## config.mk

```make
export PLATFORM = sky130hd
export DESIGN_NAME = usb_line_ctrl
export DESIGN_NICKNAME = d
export VERILOG_FILES = /design/src/rtl/usb_line_pkg.sv /design/src/rtl/usb_cpu_port.sv /design/src/rtl/usb_pwr_fsm.sv /design/src/rtl/usb_line_drive.sv /design/src/rtl/usb_line_ctrl.sv
export SDC_FILE = /design/constraint.sdc
export NUM_CORES = 1
export LEC_CHECK = 0
export ABC_AREA = 1
export BUFFER_PORTS_ARGS = -buffer_cell sky130_fd_sc_hd__buf_2
export CORE_AREA = 5 5 54 56
export CTS_CLUSTER_SIZE = 10
export DETAILED_ROUTE_END_ITERATION = 10
export DIE_AREA = 0 0 59 61
export PLACE_DENSITY = 0.87
export SYNTH_ARGS = -nofsm -noshare
export SYNTH_HDL_FRONTEND = slang
export SYNTH_SLANG_ARGS = --single-unit
export TNS_END_PERCENT = 30
```

## constraint.sdc

```tcl
create_clock -name clk -period 2.99 [get_ports clk]
set_input_delay 0.299 -clock clk [delete_from_list [all_inputs] [get_ports clk]]
set_output_delay 0.299 -clock clk [all_outputs]
set_load 0.005 [all_outputs]
```

## src/rtl/usb_line_pkg.sv

```systemverilog
package usb_line_pkg;

    localparam int CTRL_SUSP_BIT  = 6;
    localparam int CTRL_SPEED_BIT = 5;
    localparam int CTRL_FORCE_LO  = 3;
    localparam int CTRL_SOF_BIT   = 0;
    localparam int POL_SWAP_BIT   = 6;

    typedef enum logic [1:0] {
        LINK_PASS = 2'b00,
        LINK_SE0  = 2'b01,
        LINK_J    = 2'b10,
        LINK_K    = 2'b11
    } link_state_e;

    typedef enum logic {
        PWR_RUN     = 1'b0,
        PWR_SUSPEND = 1'b1
    } pwr_state_e;

    typedef enum logic {
        PORT_ADDR_WAIT = 1'b0,
        PORT_ADDR_HELD = 1'b1
    } port_state_e;

    typedef struct packed {
        logic dp;
        logic dm;
    } line_pair_t;

endpackage

```

## src/rtl/usb_cpu_port.sv

```systemverilog
module usb_cpu_port
    import usb_line_pkg::*;
#(
    parameter int DATA_W = 8
) (
    input  logic              clk,
    input  logic              rst_n,
    input  logic              cpu_we,
    input  logic              cpu_a0,
    input  logic [DATA_W-1:0] cpu_wdata,
    output logic [DATA_W-1:0] idx_q,
    output logic              reg_wr,
    output logic              bare_wr,
    output logic              addr_held
);

    port_state_e state_q, state_d;

    // state register
    always_ff @(posedge clk or negedge rst_n) begin
        if (!rst_n) begin
            state_q <= PORT_ADDR_WAIT;
            idx_q   <= '0;
        end else begin
            state_q <= state_d;
            if (cpu_we && !cpu_a0)
                idx_q <= cpu_wdata;
        end
    end

    // next state
    always_comb begin
        state_d = state_q;
        unique case (state_q)
            PORT_ADDR_WAIT: if (cpu_we && !cpu_a0) state_d = PORT_ADDR_HELD;
            PORT_ADDR_HELD: if (cpu_we && cpu_a0)  state_d = PORT_ADDR_WAIT;
            default:        state_d = PORT_ADDR_WAIT;
        endcase
    end

    // outputs
    always_comb begin
        reg_wr    = 1'b0;
        bare_wr   = 1'b0;
        addr_held = 1'b0;
        unique case (state_q)
            PORT_ADDR_WAIT: bare_wr = cpu_we && cpu_a0;
            PORT_ADDR_HELD: begin
                reg_wr    = cpu_we && cpu_a0;
                addr_held = 1'b1;
            end
            default: ;
        endcase
    end

endmodule

```

## src/rtl/usb_pwr_fsm.sv

```systemverilog
module usb_pwr_fsm
    import usb_line_pkg::*;
#(
    parameter int SYNC_STAGES = 2
) (
    input  logic clk,
    input  logic rst_n,
    input  logic rx_dp,
    input  logic rx_dm,
    input  logic low_speed,
    input  logic set_wr,
    input  logic set_val,
    input  logic bare_wr,
    output logic suspended,
    output logic wake_act,
    output logic clk_en,
    output logic xcvr_en,
    output logic ram_sleep
);

    localparam line_pair_t FS_IDLE = '{dp: 1'b1, dm: 1'b0};
    localparam line_pair_t LS_IDLE = '{dp: 1'b0, dm: 1'b1};

    line_pair_t sync_q [SYNC_STAGES];
    line_pair_t prev_q;
    line_pair_t idle_pair;

    // receive synchronizer chain
    for (genvar g = 0; g < SYNC_STAGES; g++) begin : g_sync
        if (g == 0) begin : g_first
            always_ff @(posedge clk or negedge rst_n) begin
                if (!rst_n) sync_q[g] <= FS_IDLE;
                else        sync_q[g] <= '{dp: rx_dp, dm: rx_dm};
            end
        end else begin : g_next
            always_ff @(posedge clk or negedge rst_n) begin
                if (!rst_n) sync_q[g] <= FS_IDLE;
                else        sync_q[g] <= sync_q[g-1];
            end
        end
    end

    always_ff @(posedge clk or negedge rst_n) begin
        if (!rst_n) prev_q <= FS_IDLE;
        else        prev_q <= sync_q[SYNC_STAGES-1];
    end

    assign idle_pair = low_speed ? LS_IDLE : FS_IDLE;
    assign wake_act  = (sync_q[SYNC_STAGES-1] != idle_pair) && (prev_q == idle_pair);

    pwr_state_e state_q, state_d;

    // state register
    always_ff @(posedge clk or negedge rst_n) begin
        if (!rst_n) state_q <= PWR_RUN;
        else        state_q <= state_d;
    end

    // next state
    always_comb begin
        state_d = state_q;
        unique case (state_q)
            PWR_RUN: begin
                if (set_wr && set_val) state_d = PWR_SUSPEND;
            end
            PWR_SUSPEND: begin
                if (set_wr)                   state_d = set_val ? PWR_SUSPEND : PWR_RUN;
                else if (bare_wr || wake_act) state_d = PWR_RUN;
            end
            default: state_d = PWR_RUN;
        endcase
    end

    // outputs
    always_comb begin
        suspended = 1'b0;
        clk_en    = 1'b1;
        xcvr_en   = 1'b1;
        ram_sleep = 1'b0;
        unique case (state_q)
            PWR_RUN: ;
            PWR_SUSPEND: begin
                suspended = 1'b1;
                clk_en    = 1'b0;
                xcvr_en   = 1'b0;
                ram_sleep = 1'b1;
            end
            default: ;
        endcase
    end

endmodule

```

## src/rtl/usb_line_drive.sv

```systemverilog
module usb_line_drive
    import usb_line_pkg::*;
(
    input  logic        clk,
    input  logic        rst_n,
    input  logic        bit_ce,
    input  logic [1:0]  force_code,
    input  logic        pol_swap,
    input  logic        xcvr_en,
    input  logic        ser_dp,
    input  logic        ser_dm,
    input  logic        ser_oe,
    output logic        usb_dp,
    output logic        usb_dm,
    output logic        usb_oe,
    output link_state_e link_q
);

    link_state_e link_d;
    line_pair_t  pair;
    logic        drive_oe;

    // state register, advanced by the bit clock
    always_ff @(posedge clk or negedge rst_n) begin
        if (!rst_n)      link_q <= LINK_PASS;
        else if (bit_ce) link_q <= link_d;
    end

    // next state from the force field
    always_comb begin
        unique case (force_code)
            2'b00:   link_d = LINK_PASS;
            2'b01:   link_d = LINK_SE0;
            2'b10:   link_d = LINK_J;
            2'b11:   link_d = LINK_K;
            default: link_d = LINK_PASS;
        endcase
    end

    // outputs
    always_comb begin
        pair     = '{dp: ser_dp, dm: ser_dm};
        drive_oe = ser_oe;
        unique case (link_q)
            LINK_PASS: ;
            LINK_SE0: begin pair = '{dp: 1'b0, dm: 1'b0}; drive_oe = 1'b1; end
            LINK_J:   begin pair = '{dp: 1'b1, dm: 1'b0}; drive_oe = 1'b1; end
            LINK_K:   begin pair = '{dp: 1'b0, dm: 1'b1}; drive_oe = 1'b1; end
            default: ;
        endcase
        usb_dp = pol_swap ? pair.dm : pair.dp;
        usb_dm = pol_swap ? pair.dp : pair.dm;
        usb_oe = drive_oe && xcvr_en;
    end

endmodule

```

## src/rtl/usb_line_ctrl.sv

```systemverilog
module usb_line_ctrl
    import usb_line_pkg::*;
#(
    parameter int DATA_W      = 8,
    parameter int CTRL_IDX    = 5,
    parameter int POL_IDX     = 15,
    parameter int SYNC_STAGES = 2
) (
    input  logic              clk,
    input  logic              rst_n,
    input  logic              cpu_we,
    input  logic              cpu_a0,
    input  logic [DATA_W-1:0] cpu_wdata,
    output logic [DATA_W-1:0] cpu_rdata,
    input  logic              bit_ce,
    input  logic              ser_dp,
    input  logic              ser_dm,
    input  logic              ser_oe,
    input  logic              rx_dp,
    input  logic              rx_dm,
    output logic              usb_dp,
    output logic              usb_dm,
    output logic              usb_oe,
    output logic              low_speed,
    output logic              sof_en,
    output logic              clk_en,
    output logic              xcvr_en,
    output logic              ram_sleep
);

    localparam logic [DATA_W-1:0] SUSP_MASK = DATA_W'(1) << CTRL_SUSP_BIT;
    localparam logic [DATA_W-1:0] CTRL_MASK =
        (DATA_W'(1) << CTRL_SPEED_BIT) | (DATA_W'(3) << CTRL_FORCE_LO) | (DATA_W'(1) << CTRL_SOF_BIT);
    localparam logic [DATA_W-1:0] POL_MASK  = DATA_W'(1) << POL_SWAP_BIT;
    localparam logic [DATA_W-1:0] CTRL_SEL  = DATA_W'(CTRL_IDX);
    localparam logic [DATA_W-1:0] POL_SEL   = DATA_W'(POL_IDX);

    logic [DATA_W-1:0] idx_q;
    logic              reg_wr, bare_wr, addr_held;
    logic              ctrl_wr, pol_wr;
    logic [DATA_W-1:0] ctrl_q, pol_q;
    logic              suspended, wake_act;
    link_state_e       link_q;

    usb_cpu_port #(.DATA_W(DATA_W)) i_port (
        .clk       (clk),
        .rst_n     (rst_n),
        .cpu_we    (cpu_we),
        .cpu_a0    (cpu_a0),
        .cpu_wdata (cpu_wdata),
        .idx_q     (idx_q),
        .reg_wr    (reg_wr),
        .bare_wr   (bare_wr),
        .addr_held (addr_held)
    );

    assign ctrl_wr = reg_wr && (idx_q == CTRL_SEL);
    assign pol_wr  = reg_wr && (idx_q == POL_SEL);

    // configuration storage; suspend lives in the power machine
    always_ff @(posedge clk or negedge rst_n) begin
        if (!rst_n) begin
            ctrl_q <= '0;
            pol_q  <= '0;
        end else begin
            if (ctrl_wr) ctrl_q <= cpu_wdata & CTRL_MASK;
            if (pol_wr)  pol_q  <= cpu_wdata & POL_MASK;
        end
    end

    assign low_speed = ctrl_q[CTRL_SPEED_BIT];
    assign sof_en    = ctrl_q[CTRL_SOF_BIT];

    usb_pwr_fsm #(.SYNC_STAGES(SYNC_STAGES)) i_pwr (
        .clk       (clk),
        .rst_n     (rst_n),
        .rx_dp     (rx_dp),
        .rx_dm     (rx_dm),
        .low_speed (low_speed),
        .set_wr    (ctrl_wr),
        .set_val   (cpu_wdata[CTRL_SUSP_BIT]),
        .bare_wr   (bare_wr),
        .suspended (suspended),
        .wake_act  (wake_act),
        .clk_en    (clk_en),
        .xcvr_en   (xcvr_en),
        .ram_sleep (ram_sleep)
    );

    usb_line_drive i_drive (
        .clk        (clk),
        .rst_n      (rst_n),
        .bit_ce     (bit_ce),
        .force_code (ctrl_q[CTRL_FORCE_LO +: 2]),
        .pol_swap   (pol_q[POL_SWAP_BIT]),
        .xcvr_en    (xcvr_en),
        .ser_dp     (ser_dp),
        .ser_dm     (ser_dm),
        .ser_oe     (ser_oe),
        .usb_dp     (usb_dp),
        .usb_dm     (usb_dm),
        .usb_oe     (usb_oe),
        .link_q     (link_q)
    );

    // read-back of the indexed register
    always_comb begin
        cpu_rdata = '0;
        if (idx_q == CTRL_SEL)
            cpu_rdata = ctrl_q | (suspended ? SUSP_MASK : '0);
        else if (idx_q == POL_SEL)
            cpu_rdata = pol_q;
    end

endmodule

```

==> summary.md <==
| Metric | Value |
|---|---|
| Status | `finished, final reports clean` |
| Clk pin slew, worst setup/hold paths | `0.12 ns` |
| Switching pwr | `154 uW` |
| Layout cells sized above 1 | `31.1%` |
| Total Routing Usage GR | `13.0%` |
| Final instance area | `0.00131 mm2` |
| Comb pwr share | `14.6%` |
| Yosys reg bits | `23` |
| Clock root buffer | `clkbuf_4` |
| DRT Wirelength | `2.08 mm` |
| Worst EP arrival | `1.46 ns` |
| Buf/Inv on CP | `2` |
| CTS tree | `done` |
| RSZ-0062 raised after global routing | `no` |
| Slew Limit Fails | `0` |
| CP top delay family | `flip-flops` |
| Clock latency at the later pin of the worst-skew pair | `0.32 ns` |
| Num CTS Buffers | `3` |
| TritonRoute pass-1 iters | `4` |
| LEAKAGE | `0.705 nW` |
| H-Tree Depth | `1` |
| Crit Path Max Fanout | `6` |
| Worst reg-to-reg path cell count | `6` |
| Filler Cells Inserted | `223` |
| CORE AREA | `0.00239 mm2` |
| Routed Antenna Nets | `0` |
| Final worst setup slack | `1.23 ns` |
| Vias per inst | `4.65` |
| Vias in the first global route | `811` |
| Worst Hold Launch | `rx_dp` |
| DR iter-0 viols | `31` |
| Site Rows | `18` |
| Internal Power | `415 uW` |
| Post-synth cell types | `19` |
| Min-Delay Path Class | `input port to flop` |
| YS warnings | `0` |
| Seq/Total Area, Yosys | `52.0%` |
| Post-Syn Area | `0.00111 mm2` |
| Tmin final | `1.76 ns` |
| CP Capture Type | `output port` |
| Nets | `180` |
| Antenna diodes | `0` |
| Final hold vios | `0` |
| Hold depth | `1` |
| TNS Setup | `0 ns` |
| Switching part of the total | `27.1%` |
| Port bufs | `30` |
| Total gr overflow | `0` |
| DRC viols | `0` |
| Max VDD drop | `0.000394 V` |
| Global-route wire length before repair | `3.46 mm` |
| Worst R2R End | `ctrl_q[5]$_DFFE_PN0P_` |
| Tot Pwr | `570 uW` |
| Die outline area | `0.00360 mm2` |
| Crit path cell chain | `inv_2 -> nand2_2 -> nor2_8 -> nand2_2 -> o21ai_1 -> buf_2` |
| Placed cell areas | `0.00127 mm2` |
| Syn-to-layout area delta | `17.2%` |
| Dpl hpwl | `1.63 mm` |
| CP Data Required Time | `2.69 ns` |
| Endpoints failing setup | `0` |
| Num Clock Sinks | `23` |
| Crit path kind | `flop to output port` |
| Chip Height | `61 um` |
| Hold EP | `i_pwr.sync_q[3]$_DFF_PN1_` |
| Fin Hold WS | `0.0748 ns` |
| Worst clock skew | `0.0101 ns` |
| Startpoint type of the worst setup path | `flop` |
| Final period util | `58.7%` |
| Gpl congestion | `0.815` |
| Reg-to-reg setup timing slack | `1.87 ns` |
| Die Span X | `59 um` |
| Most frequent CP cell | `nand2_2` |
| Part of the power in the clock network | `24.7%` |
| Vias | `889` |
| Avg Cell Area, Syn | `8.63 um2` |
| Sequential power share | `60.7%` |
| Critical R2R Launch | `i_port.idx_q[4]$_DFFE_PN0P_` |
| Starting Density | `46.6%` |
| Hold Buf Count CTS | `1` |
| Total of max-cap violations | `0` |
| Power Dens Cells | `436 mW/mm2` |
| Drt wl/cell | `10.9 um` |
| Max incr delay on CP | `0.41 ns` |
| Cells resized by post-CTS repair | `0` |
| Syn Inst Count | `129` |
| Initial antenna violation count | `0` |
| Postcts setup bufs | `0` |
| Pre-CTS WS | `1.62 ns` |
| Largest net degree at the start of global routing | `24` |
| Cell at the slowest stage of the critical path | `dfrtp_1` |
| I/O pin cnt | `34` |
| CTS Buffer Depth | `2` |
| Fmax | `570 MHz` |
==> worst max path at each step <==
stage                           startpoint           end  slack [ns]  cells past startpoint
6_report       i_port.idx_q[4]$_DFFE_PN0P_  cpu_rdata[6]        1.23                      6
3_5_place_dp   i_port.idx_q[4]$_DFFE_PN0P_  cpu_rdata[6]        1.62                      6
2_1_floorplan  i_port.idx_q[4]$_DFFE_PN0P_  cpu_rdata[6]        1.83                      5
3_3_place_gp   i_port.idx_q[1]$_DFFE_PN0P_  cpu_rdata[6]        1.68                      6
4_1_cts        i_port.idx_q[4]$_DFFE_PN0P_  cpu_rdata[6]        1.25                      6
5_1_grt        i_port.idx_q[6]$_DFFE_PN0P_  cpu_rdata[6]        1.13                      6
==> metrics by stage <==
step | std cells | util [%]
final | 191 | 54.7
after global placement | 186 | 53.1
after floorplan | 131 | -
after detailed placement | 186 | 53.1
after global routing | 191 | 54.7
after CTS | 191 | 54.7
==> area by class of cell <==
type | instances | area [um2] | area share (%)
Sequential cell | 23 | 579 | 44.4
Multi-Input combinational cell | 77 | 403 | 30.9
Timing Repair Buffer | 31 | 160 | 12.3
Inverter | 26 | 97.6 | 7.48
Tap cell | 30 | 37.5 | 2.88
Clock buffer | 3 | 22.5 | 1.73
Clock inverter | 1 | 5.00 | 0.384
==> cells in the final DEF (no fill, tap or decap), types with 2 or more instances in the layout <==
cell       n
o21ai_0   11
conb_1     3
inv_1     25
clkbuf_4   3
a21oi_1    4
nor2_1    11
dfstp_2    3
o21ai_1    6
dfrtp_1   20
nor2_8     2
buf_2     30
nand2_1   24
nand2_2    7
nand3_1    5
==> worst register-to-register path: cells and delay by family (launching register included) <==
family | cells | cell delay (ns)
AO/OA/AOI/OAI | 1 | 0.08
buffers and inverters | 1 | 0.06
flip-flops | 1 | 0.41
AND/OR/NAND/NOR | 4 | 0.47
==> cells by family (layout without fill, tap and decap cells) <==
kind of cell	Yosys count	count (layout)	share of synthesized area, %
buf+inv	31	61	12.5
simple gates	51	51	24.2
compound gates	22	22	10.0
mux	1	1	1.01
other cells	1	3	0.337
flops	23	23	52.0
==> cells in the mapped netlist (all sizes together) <==
cell type,instances,area [um2]
dfstp,3,78.8
nor2,14,92.6
mux2,1,11.3
buf,5,41.3
o21ai,17,85.1
a31oi,1,6.26
nand2,31,134
conb,1,3.75
dfrtp,20,500
nand3,6,42.5
inv,26,97.6
a21oi,4,20.0
==> power groups by stage <==
stage	clock network, mW	logic (mW)	registers [mW]
final	0.141	0.0830	0.346
after global routing	0.158	0.0944	0.349
after CTS	0.146	0.0845	0.346
after detailed placement	0	0.0830	0.352
after global placement	0	0.0794	0.351
after floorplan	0	0.0589	0.349
==> registers in the layout, summed over array words and instances (netlist names) <==
signal / count
i_pwr.state_q: 1
i_pwr.sync_q: 4
ctrl_q: 4
i_port.idx_q: 8
pol_q: 1
i_drive.link_q: 2
i_pwr.prev_q: 2
i_port.state_q: 1
==> layer usage <==
layer	GRT usage [%]	part of all wire, %	vias up
li1	-	-	447
met1	15.1	42	403
met2	22.1	47	32
met3	2.98	8.1	7
met4	7.44	2.7	0
met5	0	0	-
Note: power is estimated with default switching activity, not from simulation.
